### src/rtl/sdw_pkg.sv
package sdw_pkg;
    localparam int SP_W      = 32;
    localparam int SP_EXP_W  = 8;
    localparam int SP_FRAC_W = 23;
    localparam int SP_BIAS   = 127;
    localparam int DP_EXP_W  = 11;
    localparam int DP_FRAC_W = 52;
    localparam int DP_BIAS   = 1023;
    localparam int WORD_W    = 32;
    // derived
    localparam int EXP_START = DP_BIAS - (SP_BIAS - 1);
    localparam int EXP_MIN   = EXP_START - SP_FRAC_W;
    localparam int EXP_MAX   = EXP_START - 1;
    localparam int HI_FRAC_W = DP_FRAC_W - WORD_W;
    localparam int PAD_W     = DP_FRAC_W - SP_FRAC_W;
    localparam int MANT_W    = SP_FRAC_W + 1;

    typedef logic [DP_EXP_W-1:0]  dexp_t;
    typedef logic [SP_FRAC_W-1:0] sfrac_t;

    typedef enum logic [1:0] {
        S_IDLE = 2'd0,
        S_NORM = 2'd1,
        S_EMIT = 2'd2
    } sdw_state_e;
endpackage

### src/rtl/sdw_classify.sv
module sdw_classify
    import sdw_pkg::*;
(
    input  logic [SP_W-1:0] value_i,
    output logic            sign_o,
    output sfrac_t          frac_o,
    output logic            is_sub_o
);
    logic [SP_EXP_W-1:0] exp_field;

    always_comb begin
        sign_o    = value_i[SP_W-1];
        exp_field = value_i[SP_W-2 -: SP_EXP_W];
        frac_o    = value_i[SP_FRAC_W-1:0];
        // zero exponent field and a non-empty fraction
        is_sub_o  = (exp_field == '0) && (frac_o != '0);
    end
endmodule

### src/rtl/sdw_normalize.sv
module sdw_normalize
    import sdw_pkg::*;
(
    input  logic   clk,
    input  logic   rst_n,
    input  logic   load_i,
    input  logic   shift_i,
    input  logic   sign_i,
    input  sfrac_t frac_i,
    output logic   lead_next_o,
    output logic   sign_o,
    output sfrac_t frac_next_o,
    output dexp_t  exp_next_o
);
    logic [MANT_W-1:0] mant_q;
    dexp_t             exp_q;
    logic              sign_q;
    logic [MANT_W-1:0] mant_shl;

    always_ff @(posedge clk or negedge rst_n) begin
        if (!rst_n) begin
            mant_q <= '0;
            exp_q  <= '0;
            sign_q <= 1'b0;
        end else if (load_i) begin
            mant_q <= {1'b0, frac_i};
            exp_q  <= dexp_t'(EXP_START);
            sign_q <= sign_i;
        end else if (shift_i) begin
            mant_q <= mant_shl;
            exp_q  <= exp_q - dexp_t'(1);
        end
    end

    always_comb begin
        mant_shl    = {mant_q[MANT_W-2:0], 1'b0};
        lead_next_o = mant_q[SP_FRAC_W-1];
        frac_next_o = mant_shl[SP_FRAC_W-1:0];
        exp_next_o  = exp_q - dexp_t'(1);
        sign_o      = sign_q;
    end

    // each shift lowers the exponent by exactly one
    a_r3_exp_step: assert property (@(posedge clk) disable iff (!rst_n)
        shift_i |=> (exp_q == $past(exp_q) - dexp_t'(1)));

    // a shift never runs on an empty mantissa (bounded loop)
    a_r5_no_empty_shift: assert property (@(posedge clk) disable iff (!rst_n)
        shift_i |-> (mant_q != '0));
endmodule

### src/rtl/sdw_pack.sv
module sdw_pack
    import sdw_pkg::*;
(
    input  logic              clk,
    input  logic              rst_n,
    input  logic              capture_i,
    input  logic              skip_i,
    input  logic              sign_i,
    input  dexp_t             exp_i,
    input  sfrac_t            frac_i,
    output logic [WORD_W-1:0] hi_o,
    output logic [WORD_W-1:0] lo_o,
    output logic              conv_o
);
    logic [DP_FRAC_W-1:0] dp_frac;

    always_comb dp_frac = {frac_i, {PAD_W{1'b0}}};

    always_ff @(posedge clk or negedge rst_n) begin
        if (!rst_n) begin
            hi_o   <= '0;
            lo_o   <= '0;
            conv_o <= 1'b0;
        end else if (capture_i) begin
            hi_o   <= {sign_i, exp_i, dp_frac[DP_FRAC_W-1 -: HI_FRAC_W]};
            lo_o   <= dp_frac[WORD_W-1:0];
            conv_o <= 1'b1;
        end else if (skip_i) begin
            conv_o <= 1'b0;
        end
    end

    // a skip never coincides with a capture
    a_r7_skip_excl: assert property (@(posedge clk) disable iff (!rst_n)
        skip_i |-> !capture_i);
endmodule

### src/rtl/sdw_ctrl.sv
module sdw_ctrl
    import sdw_pkg::*;
(
    input  logic clk,
    input  logic rst_n,
    input  logic start_i,
    input  logic is_sub_i,
    input  logic lead_next_i,
    output logic load_o,
    output logic skip_o,
    output logic shift_o,
    output logic capture_o,
    output logic done_o,
    output logic busy_o
);
    sdw_state_e st_q, st_d;

    always_ff @(posedge clk or negedge rst_n) begin
        if (!rst_n) st_q <= S_IDLE;
        else        st_q <= st_d;
    end

    always_comb begin
        st_d = st_q;
        unique case (st_q)
            S_IDLE: if (start_i) st_d = is_sub_i ? S_NORM : S_EMIT;
            S_NORM: if (lead_next_i) st_d = S_EMIT;
            S_EMIT: st_d = S_IDLE;
            default: st_d = S_IDLE;
        endcase
    end

    always_comb begin
        load_o    = 1'b0;
        skip_o    = 1'b0;
        shift_o   = 1'b0;
        capture_o = 1'b0;
        done_o    = 1'b0;
        busy_o    = 1'b1;
        unique case (st_q)
            S_IDLE: begin
                busy_o = 1'b0;
                load_o = start_i && is_sub_i;
                skip_o = start_i && !is_sub_i;
            end
            S_NORM: begin
                shift_o   = 1'b1;
                capture_o = lead_next_i;
            end
            S_EMIT: done_o = 1'b1;
            default: busy_o = 1'b0;
        endcase
    end

    // a normalization in progress is never abandoned back to idle
    a_r8_norm_no_abort: assert property (@(posedge clk) disable iff (!rst_n)
        (st_q == S_NORM) |=> (st_q != S_IDLE));

    // the emit state always lasts one cycle
    a_r5_emit_once: assert property (@(posedge clk) disable iff (!rst_n)
        (st_q == S_EMIT) |=> (st_q == S_IDLE));
endmodule

### src/rtl/sp_denorm_widen.sv
module sp_denorm_widen
    import sdw_pkg::*;
(
    input  logic              clk,
    input  logic              rst_n,
    input  logic              start_i,
    input  logic [SP_W-1:0]   value_i,
    output logic              busy_o,
    output logic              done_o,
    output logic              converted_o,
    output logic [WORD_W-1:0] hi_word_o,
    output logic [WORD_W-1:0] lo_word_o
);
    logic   in_sign, in_sub;
    sfrac_t in_frac;
    logic   load, skip, shift, capture, lead_next, nrm_sign;
    sfrac_t nrm_frac;
    dexp_t  nrm_exp;

    sdw_classify u_classify (
        .value_i  (value_i),
        .sign_o   (in_sign),
        .frac_o   (in_frac),
        .is_sub_o (in_sub)
    );

    sdw_ctrl u_ctrl (
        .clk         (clk),
        .rst_n       (rst_n),
        .start_i     (start_i),
        .is_sub_i    (in_sub),
        .lead_next_i (lead_next),
        .load_o      (load),
        .skip_o      (skip),
        .shift_o     (shift),
        .capture_o   (capture),
        .done_o      (done_o),
        .busy_o      (busy_o)
    );

    sdw_normalize u_norm (
        .clk         (clk),
        .rst_n       (rst_n),
        .load_i      (load),
        .shift_i     (shift),
        .sign_i      (in_sign),
        .frac_i      (in_frac),
        .lead_next_o (lead_next),
        .sign_o      (nrm_sign),
        .frac_next_o (nrm_frac),
        .exp_next_o  (nrm_exp)
    );

    sdw_pack u_pack (
        .clk       (clk),
        .rst_n     (rst_n),
        .capture_i (capture),
        .skip_i    (skip),
        .sign_i    (nrm_sign),
        .exp_i     (nrm_exp),
        .frac_i    (nrm_frac),
        .hi_o      (hi_word_o),
        .lo_o      (lo_word_o),
        .conv_o    (converted_o)
    );

    // completion strobe is a single-cycle pulse
    a_r6_done_pulse: assert property (@(posedge clk) disable iff (!rst_n)
        done_o |=> !done_o);

    // a rejected operand leaves both result words as they were
    a_r7_hold_words: assert property (@(posedge clk) disable iff (!rst_n)
        (done_o && !converted_o) |-> ($stable(hi_word_o) && $stable(lo_word_o)));

    // produced exponent lies within the subnormal-derived range
    a_r3_exp_range: assert property (@(posedge clk) disable iff (!rst_n)
        (done_o && converted_o) |->
            ((hi_word_o[WORD_W-2 -: DP_EXP_W] >= dexp_t'(EXP_MIN)) &&
             (hi_word_o[WORD_W-2 -: DP_EXP_W] <= dexp_t'(EXP_MAX))));

    // low fraction bits below the retained fraction stay clear
    a_r4_lo_clear: assert property (@(posedge clk) disable iff (!rst_n)
        done_o |-> (lo_word_o[WORD_W-4:0] == '0));
endmodule

### config.mk
export PLATFORM = sky130hd
export DESIGN_NAME = sp_denorm_widen
export DESIGN_NICKNAME = d
export VERILOG_FILES = /design/src/rtl/sdw_pkg.sv /design/src/rtl/sdw_classify.sv /design/src/rtl/sdw_normalize.sv /design/src/rtl/sdw_pack.sv /design/src/rtl/sdw_ctrl.sv /design/src/rtl/sp_denorm_widen.sv
export SDC_FILE = /design/constraint.sdc
export NUM_CORES = 1
export LEC_CHECK = 0
export BUFFER_PORTS_ARGS = -buffer_cell sky130_fd_sc_hd__buf_2
export CORE_UTILIZATION = 40
export DETAILED_ROUTE_END_ITERATION = 16
export HOLD_SLACK_MARGIN = 0.1
export PLACE_DENSITY_LB_ADDON = 0.25
export REMOVE_ABC_BUFFERS = 1
export SYNTH_ARGS = -nofsm -noshare
export SYNTH_HDL_FRONTEND = slang
export SYNTH_HIERARCHICAL = 1
export SYNTH_SLANG_ARGS = --single-unit
### constraint.sdc
create_clock -name clk -period 2.5 [get_ports clk]
set_clock_uncertainty 0.15 [all_clocks]
set_input_delay 0.625 -clock clk [delete_from_list [all_inputs] [get_ports clk]]
set_output_delay 0.625 -clock clk [all_outputs]
set_load 0.05 [all_outputs]
==> results of run 1 <==
final cells by class:
cell class                      instances  area [um2]  share of cell area
Multi-Input combinational cell        221        1680               0.385
Tap cell                              133         166              0.0381
Clock buffer                           12         135              0.0309
Timing Repair Buffer                   84         505               0.116
Inverter                                8        30.0             0.00688
Clock inverter                          4        20.0             0.00458
Sequential cell                        73        1830               0.418
worst max-delay path: cells and delay by family, from the launching register on:
kind                     cells  cell delay [ns]
adder cells (fa/ha/maj)      1             0.28
flip-flops                   1             0.41
buffers and inverters        2             0.35
cell usage after synthesis, types with 5 or more instances:
library cell / count
sky130_fd_sc_hd__xor2_1: 9
sky130_fd_sc_hd__inv_1: 8
sky130_fd_sc_hd__mux2_4: 29
sky130_fd_sc_hd__clkbuf_1: 8
sky130_fd_sc_hd__nor2_1: 11
sky130_fd_sc_hd__mux2i_1: 23
sky130_fd_sc_hd__nand2_1: 27
sky130_fd_sc_hd__o21ai_0: 26
sky130_fd_sc_hd__nand2b_1: 5
sky130_fd_sc_hd__buf_4: 54
sky130_fd_sc_hd__dfrtp_1: 73
sky130_fd_sc_hd__ha_1: 6
sky130_fd_sc_hd__nor4_1: 12
sky130_fd_sc_hd__mux2_2: 8
power breakdown:
| part | total [mW] | internal, mW | switching [mW] |
|---|---|---|---|
| Combinational | 0.763 | 0.232 | 0.531 |
| Sequential | 1.40 | 1.30 | 0.0970 |
| Clock | 0.785 | 0.355 | 0.431 |
| Total | 2.95 | 1.89 | 1.06 |
what timing repair did:
item                       in CTS  in global routing
setup endpoints to repair       0                  0
hold buffers                    1                  0
buffers inserted                0                  0
hold endpoints to repair       17                  0
final timing paths:
kind	to	depth (start not counted)
min in group asynchronous	u_pack/hi_o[11]$_DFFE_PN0P_	2
setup reg to reg	u_norm/exp_q[9]$_DFFE_PN0P_	5
setup / recovery	busy_o	3
hold / removal	u_pack/conv_o$_DFFE_PN0P_	1
hold reg to reg	u_pack/conv_o$_DFFE_PN0P_	1
max in group asynchronous	u_norm/mant_q[9]$_DFFE_PN0P_	3
metrics by stage:
stage | worst slack, ns | power, mW | util
final | 0.327 | 2.95 | 0.451
after global routing | 0.208 | 3.11 | 0.451
after CTS | 0.298 | 2.98 | 0.451
after detailed placement | 0.0104 | 2.19 | 0.434
after global placement | 0.0319 | 2.18 | 0.434
after floorplan | -1.07 | 1.98 | -
routing by layer:
metal | global-route usage | vias to the layer above | routed length [um]
met5 | 0 | - | 0
met4 | 0.0702 | 0 | 130
met3 | 0.0359 | 10 | 353
met2 | 0.222 | 70 | 3260
met1 | 0.218 | 1181 | 3560
li1 | - | 1204 | -
state kept, by name, summed over array words and instances, names as in the netlist:
signal and count:
u_ctrl/st_q 2, u_pack/hi_o 32, u_norm/mant_q 23, u_pack/conv_o 1
u_pack/lo_o 3, u_norm/sign_o 1, u_norm/exp_q 11
cell families after synthesis:
group	after synthesis
AOI/OAI and AO/OA	38
xor gates and xnor gates	12
adders and majority gates	6
buffers and inverters	80
DFF	73
muxes	60
other	2
and+or+nand+nor	75
==> run summary, run 1 <==
## Status
- **outcome** finished, final reports clean

## Setup path
- **launching point of the worst reg2reg path** u_ctrl/st_q[1]$_DFFE_PN0P_
- **data arrival at the endpoint of the critical path** 1.40 ns
- **crit path cell chain** inv_1 > ha_1 > buf_2
- **element type at the critical path end** primary output
- **slowest CP cell** sky130_fd_sc_hd__dfrtp_1
- **Startpoint Class** flop
- **category of the critical setup timing path** flop to primary output
- **biggest cell delay along the critical path** 0.41 ns
- **CP Launch Point** u_ctrl/st_q[0]$_DFFE_PN0P_
- **CP Max Fanout** 4
- **required time at the endpoint of the critical path** 1.73 ns
- **internal reg-to-reg setup slack** 0.40 ns

## Logic synthesis
- **Synth cell types** 40
- **post-synth top area cell** sky130_fd_sc_hd__dfrtp_1
- **number of standard cells after synthesis** 346
- **mean cell area of the mapped netlist** 11.5 um2
- **sequential share of the synthesized area** 0.460
- **share of the synthesized netlist area taken by xor and xnor gates** 0.0264
- **asr flop ratio synth** 1.00
- **Post-Synth Simple-Gate Area** 0.100
- **fraction of the mapped netlist area in adder cells** 0.0189
- **dominant combinational cell family by area after synthesis** multiplexers
- **register bit count reported by yosys** 73
- **warnings from Yosys** 6
- **primary flip-flop cell chosen by synthesis mapping** sky130_fd_sc_hd__dfrtp_1
- **share of cell area taken by muxes after synthesis** 0.190
- **largest cells by area after synthesis** sky130_fd_sc_hd__dfrtp_1, sky130_fd_sc_hd__mux2_4, sky130_fd_sc_hd__buf_4
- **Post-synth EDFFs** 0
- **post-synthesis cell area** 3970 um2
- **top cell type's share of synthesized area** 0.460
- **Synth Area in Compound Gates** 0.0567

## Global routing
- **vias in the first global route** 2,336
- **GRT overflow** 0
- **antenna violations before repair** 0
- **GRT Total Usage** 0.154
- **global-route wire length before repair** 11,900 um
- **pin count of the biggest net entering global routing** 36

## Drt
- **antenna-violating nets left** 0
- **via count of the routed design** 2,465
- **drt wl/cell** 13.7 um
- **Final Routed Wirelength** 7310 um
- **number of remaining DRC errors** 0
- **violation count after the first detailed-routing iteration** 80
- **count of TritonRoute iterations in the first routing pass** 6
- **vias per inst** 4.61

## CTS
- **Root Buffer** sky130_fd_sc_hd__clkbuf_8
- **CTS sink count** 73
- **number of buffers inserted during clock tree synthesis** 9
- **H-tree depth** 3
- **clock slew seen by the registers of the worst setup and hold paths** 0.07 ns
- **clock latency on the worst-skew pair** 0.35 ns
- **buffer levels on the longest clock path** 2
- **TritonCTS clock tree** done
- **PostCTS Resize Cnt** 0

## Worst hold path
- **worst min path class** flop to flop
- **min-delay src** u_pack/conv_o$_DFFE_PN0P_

## STA
- **setup-violating endpoint count in the final report** 0
- **Final Critical Period** 2.17 ns
- **Hold Slack** 0.330 ns
- **maximum clock frequency** 460 MHz
- **Total Negative Setup Slacks** 0 ns
- **Period Utilization, post-route** 0.869
- **Final Max Slew Viols** 0
- **Hold Fails Final Rpt** 0
- **setup repair after global routing missed its margin** false

## Finish
- **most common cell after layout, fill and taps aside** sky130_fd_sc_hd__dfrtp_1
- **top library cells by usage in the layout, fill and taps aside** sky130_fd_sc_hd__dfrtp_1, sky130_fd_sc_hd__buf_2, sky130_fd_sc_hd__conb_1
- **layout cells sized above 1** 0.351
- **fin nets** 438
- **total of fill cells in the finished design** 949
- **diode count** 0
- **final non-filler cell area** 4370 um2
- **post-route insts no fill** 535
- **area growth from synthesis to final layout** 9.89%

## Placed design
- **placed cell area** 4200 um2
- **HPWL after DPL** 5180 um
- **number of buffers added on ports** 72
- **routability congestion estimate from global placement** 0.732
- **number of placed cells counting well taps** 518

## Die
- **row count** 36
- **horizontal die dimension** 102 um
- **number of top-level pins** 102
- **Die Y-Extent** 102 um
- **area of the placeable core** 9680 um2
- **Die Footprint** 10,300 um2
- **initial core utilization** 0.410

## Pwr
- **largest vdd supply drop** 317 uV
- **leakage** 2.01 nW
- **PD cells** 675 nW/um2

## Flow run
- **number of maximum-capacitance constraint violations** 0

Note: power is estimated with default switching activity, not from simulation.
==> inputs of run 2 (changes only) <==
--- a/config.mk
+++ b/config.mk
@@ -5,10 +5,11 @@
 export SDC_FILE = /design/constraint.sdc
 export NUM_CORES = 1
 export LEC_CHECK = 0
-export BUFFER_PORTS_ARGS = -buffer_cell sky130_fd_sc_hd__buf_2
 export CORE_UTILIZATION = 40
 export DETAILED_ROUTE_END_ITERATION = 16
+export DONT_BUFFER_PORTS = 1
 export HOLD_SLACK_MARGIN = 0.1
+export MAX_ROUTING_LAYER = met4
 export PLACE_DENSITY_LB_ADDON = 0.25
 export REMOVE_ABC_BUFFERS = 1
 export SYNTH_ARGS = -nofsm -noshare
==> run 2 against run 1 <==
Compared with the run above: clock power up 35%; final area down 7.3%; utilization shrank 3.3 points; sequential cell count stayed put; critical path depth down 1; critical path type unchanged; largest power group unchanged; highest routed layer unchanged.
==> run summary, run 2 (same netlist as run 1, synthesis figures left out) <==
## Finish
- **top library cells by usage in the layout, fill and taps aside** sky130_fd_sc_hd__dfrtp_1, sky130_fd_sc_hd__conb_1, sky130_fd_sc_hd__mux2_4
- **final non-filler cell area** 4050 um2
- **layout cells sized above 1** 0.218
- **diode count** 0
- **area taken by multi-input logic gates** 1680 um2
- **area growth from synthesis to final layout** 1.86%
- **total of fill cells in the finished design** 936
- **register ranked first by flip-flop count** u_pack/hi_o
- **number of flip-flops under the largest register name** 32
- **Largest regs** u_pack/hi_o x32, u_norm/mant_q x23, u_norm/exp_q x11
- **sequential cell area in the final layout** 1830 um2
- **fin nets** 366
- **post-route insts no fill** 463
- **most common cell after layout, fill and taps aside** sky130_fd_sc_hd__dfrtp_1

## STA
- **Period Utilization, post-route** 0.885
- **maximum clock frequency** 452 MHz
- **Final Max Slew Viols** 0
- **setup-violating endpoint count in the final report** 0
- **Total Negative Setup Slacks** 0 ns
- **setup repair after global routing missed its margin** false
- **Hold Fails Final Rpt** 0
- **Slew headroom** 0.665
- **Final Critical Period** 2.21 ns
- **Hold Slack** 0.248 ns
- **slew at the pin closest to its max-slew limit** 0.502 ns

## Die
- **Die Y-Extent** 102 um
- **number of top-level pins** 102
- **row count** 36
- **Die Footprint** 10,300 um2
- **horizontal die dimension** 102 um
- **initial core utilization** 0.410
- **area of the placeable core** 9680 um2

## Global routing
- **global-route wire length before repair** 11,300 um
- **GRT overflow** 0
- **vias in the first global route** 2,187
- **GRT Total Usage** 0.152
- **antenna violations before repair** 0
- **pin count of the biggest net entering global routing** 74

## Setup path
- **category of the critical setup timing path** flop to primary output
- **required time at the endpoint of the critical path** 1.73 ns
- **number of buffers and inverters on the critical path** 1
- **biggest cell delay along the critical path** 0.58 ns
- **crit path cell chain** inv_1 > ha_1
- **Startpoint Class** flop
- **data arrival at the endpoint of the critical path** 1.44 ns
- **slowest CP cell** sky130_fd_sc_hd__ha_1
- **CP Max Fanout** 4
- **element type at the critical path end** primary output
- **Crit path max-delay family** adder cells

## Pwr
- **proportion of power drawn by the clock network** 0.339
- **switching share of total power** 0.335
- **leakage** 1.70 nW
- **internal portion of total power** 2.08 mW
- **Comb pwr share** 0.147
- **PD cells** 774 nW/um2
- **Switch Pwr** 1.05 mW
- **largest vdd supply drop** 412 uV
- **sequential power share** 0.514

## Drt
- **number of remaining DRC errors** 0
- **violation count after the first detailed-routing iteration** 82
- **count of TritonRoute iterations in the first routing pass** 4
- **via count of the routed design** 2,223
- **drt wl/cell** 15.6 um
- **Final Routed Wirelength** 7210 um
- **vias per inst** 4.80
- **antenna-violating nets left** 0

## CTS
- **H-tree depth** 3
- **Root Buffer** sky130_fd_sc_hd__clkbuf_8
- **PostCTS Resize Cnt** 0
- **CTS sink count** 73
- **clock latency on the worst-skew pair** 0.34 ns
- **buffer levels on the longest clock path** 2
- **clock slew seen by the registers of the worst setup and hold paths** 0.08 ns
- **TritonCTS clock tree** done
- **number of buffers inserted during clock tree synthesis** 9

## Flow run
- **number of maximum-capacitance constraint violations** 0

## Placed design
- **routability congestion estimate from global placement** 0.772
- **HPWL after DPL** 4840 um
- **placed cell area** 3780 um2
- **number of placed cells counting well taps** 445
- **number of buffers added on ports** 0

## Worst hold path
- **worst min path class** input pin to flop

## Status
- **outcome** finished, final reports clean

run 2: changes by cell type in the layout (fill, tap and decap cells not counted), sizes merged:
| cell | delta |
|---|---|
| clkbuf | -1 |
| bufinv | +2 |
| clkinvlp | +1 |
| buf | -72 |
| clkinv | -2 |
run 2: timing repair:
action                                 CTS  global route
buffers inserted                         0             0
hold buffers                             2             0
endpoints found under the hold margin   73             0
run 2: worst reg2reg max path: stages, from the launching register on:
cell                      delay [ns]
sky130_fd_sc_hd__dfrtp_1        0.41
sky130_fd_sc_hd__inv_1          0.15
sky130_fd_sc_hd__ha_2           0.25
sky130_fd_sc_hd__or3b_2         0.51
sky130_fd_sc_hd__o31a_1         0.25
sky130_fd_sc_hd__or3_1          0.30
run 2: worst paths after layout:
kind | from | to | slack, ns | depth (start not counted)
hold / removal | value_i[19] | u_norm/mant_q[19]$_DFFE_PN0P_ | 0.25 | 2
min in group asynchronous | rst_n | u_norm/exp_q[1]$_DFFE_PN0P_ | 0.69 | 2
hold reg to reg | u_norm/sign_o$_DFFE_PN0P_ | u_pack/hi_o[31]$_DFFE_PN0P_ | 0.37 | 1
setup reg to reg | u_ctrl/st_q[1]$_DFFE_PN0P_ | u_norm/exp_q[9]$_DFFE_PN0P_ | 0.37 | 5
max in group asynchronous | rst_n | u_pack/hi_o[4]$_DFFE_PN0P_ | 1.20 | 2
setup / recovery | u_ctrl/st_q[0]$_DFFE_PN0P_ | busy_o | 0.29 | 2
run 2: cell type report:
type                       count  area share
multi-input combinational    221       0.416
sequential                    73       0.451
inverter                       8     0.00742
tap                          133      0.0411
clock buffer                  11      0.0374
clock inverter                 5      0.0192
timing repair buffer          12      0.0278
run 2: per-layer routing:
| metal | share of wire | GRT usage | vias up |
|---|---|---|---|
| li1 | - | - | 1059 |
| met1 | 0.47 | 0.193 | 1097 |
| met2 | 0.46 | 0.223 | 63 |
| met3 | 0.059 | 0.0642 | 4 |
| met4 | 0.0060 | 0.0368 | 0 |
| met5 | 0 | - | - |
run 2: power groups by stage:
stage	Combinational [mW]	Clock, mW	Sequential, mW
after floorplan	0.381	0	1.60
after global placement	0.425	0	1.63
after detailed placement	0.430	0	1.64
after CTS	0.465	1.09	1.61
after global routing	0.504	1.15	1.63
final	0.461	1.06	1.61
run 2: per-stage QoR:
| step | worst slack [ns] | utilization | total power [mW] |
|---|---|---|---|
| 2_1_floorplan | -1.07 | - | 1.98 |
| 3_3_place_gp | 0.137 | 0.390 | 2.06 |
| 3_5_place_dp | 0.0747 | 0.390 | 2.07 |
| 4_1_cts | 0.268 | 0.418 | 3.17 |
| 5_1_grt | 0.215 | 0.418 | 3.28 |
| 6_report | 0.287 | 0.418 | 3.13 |
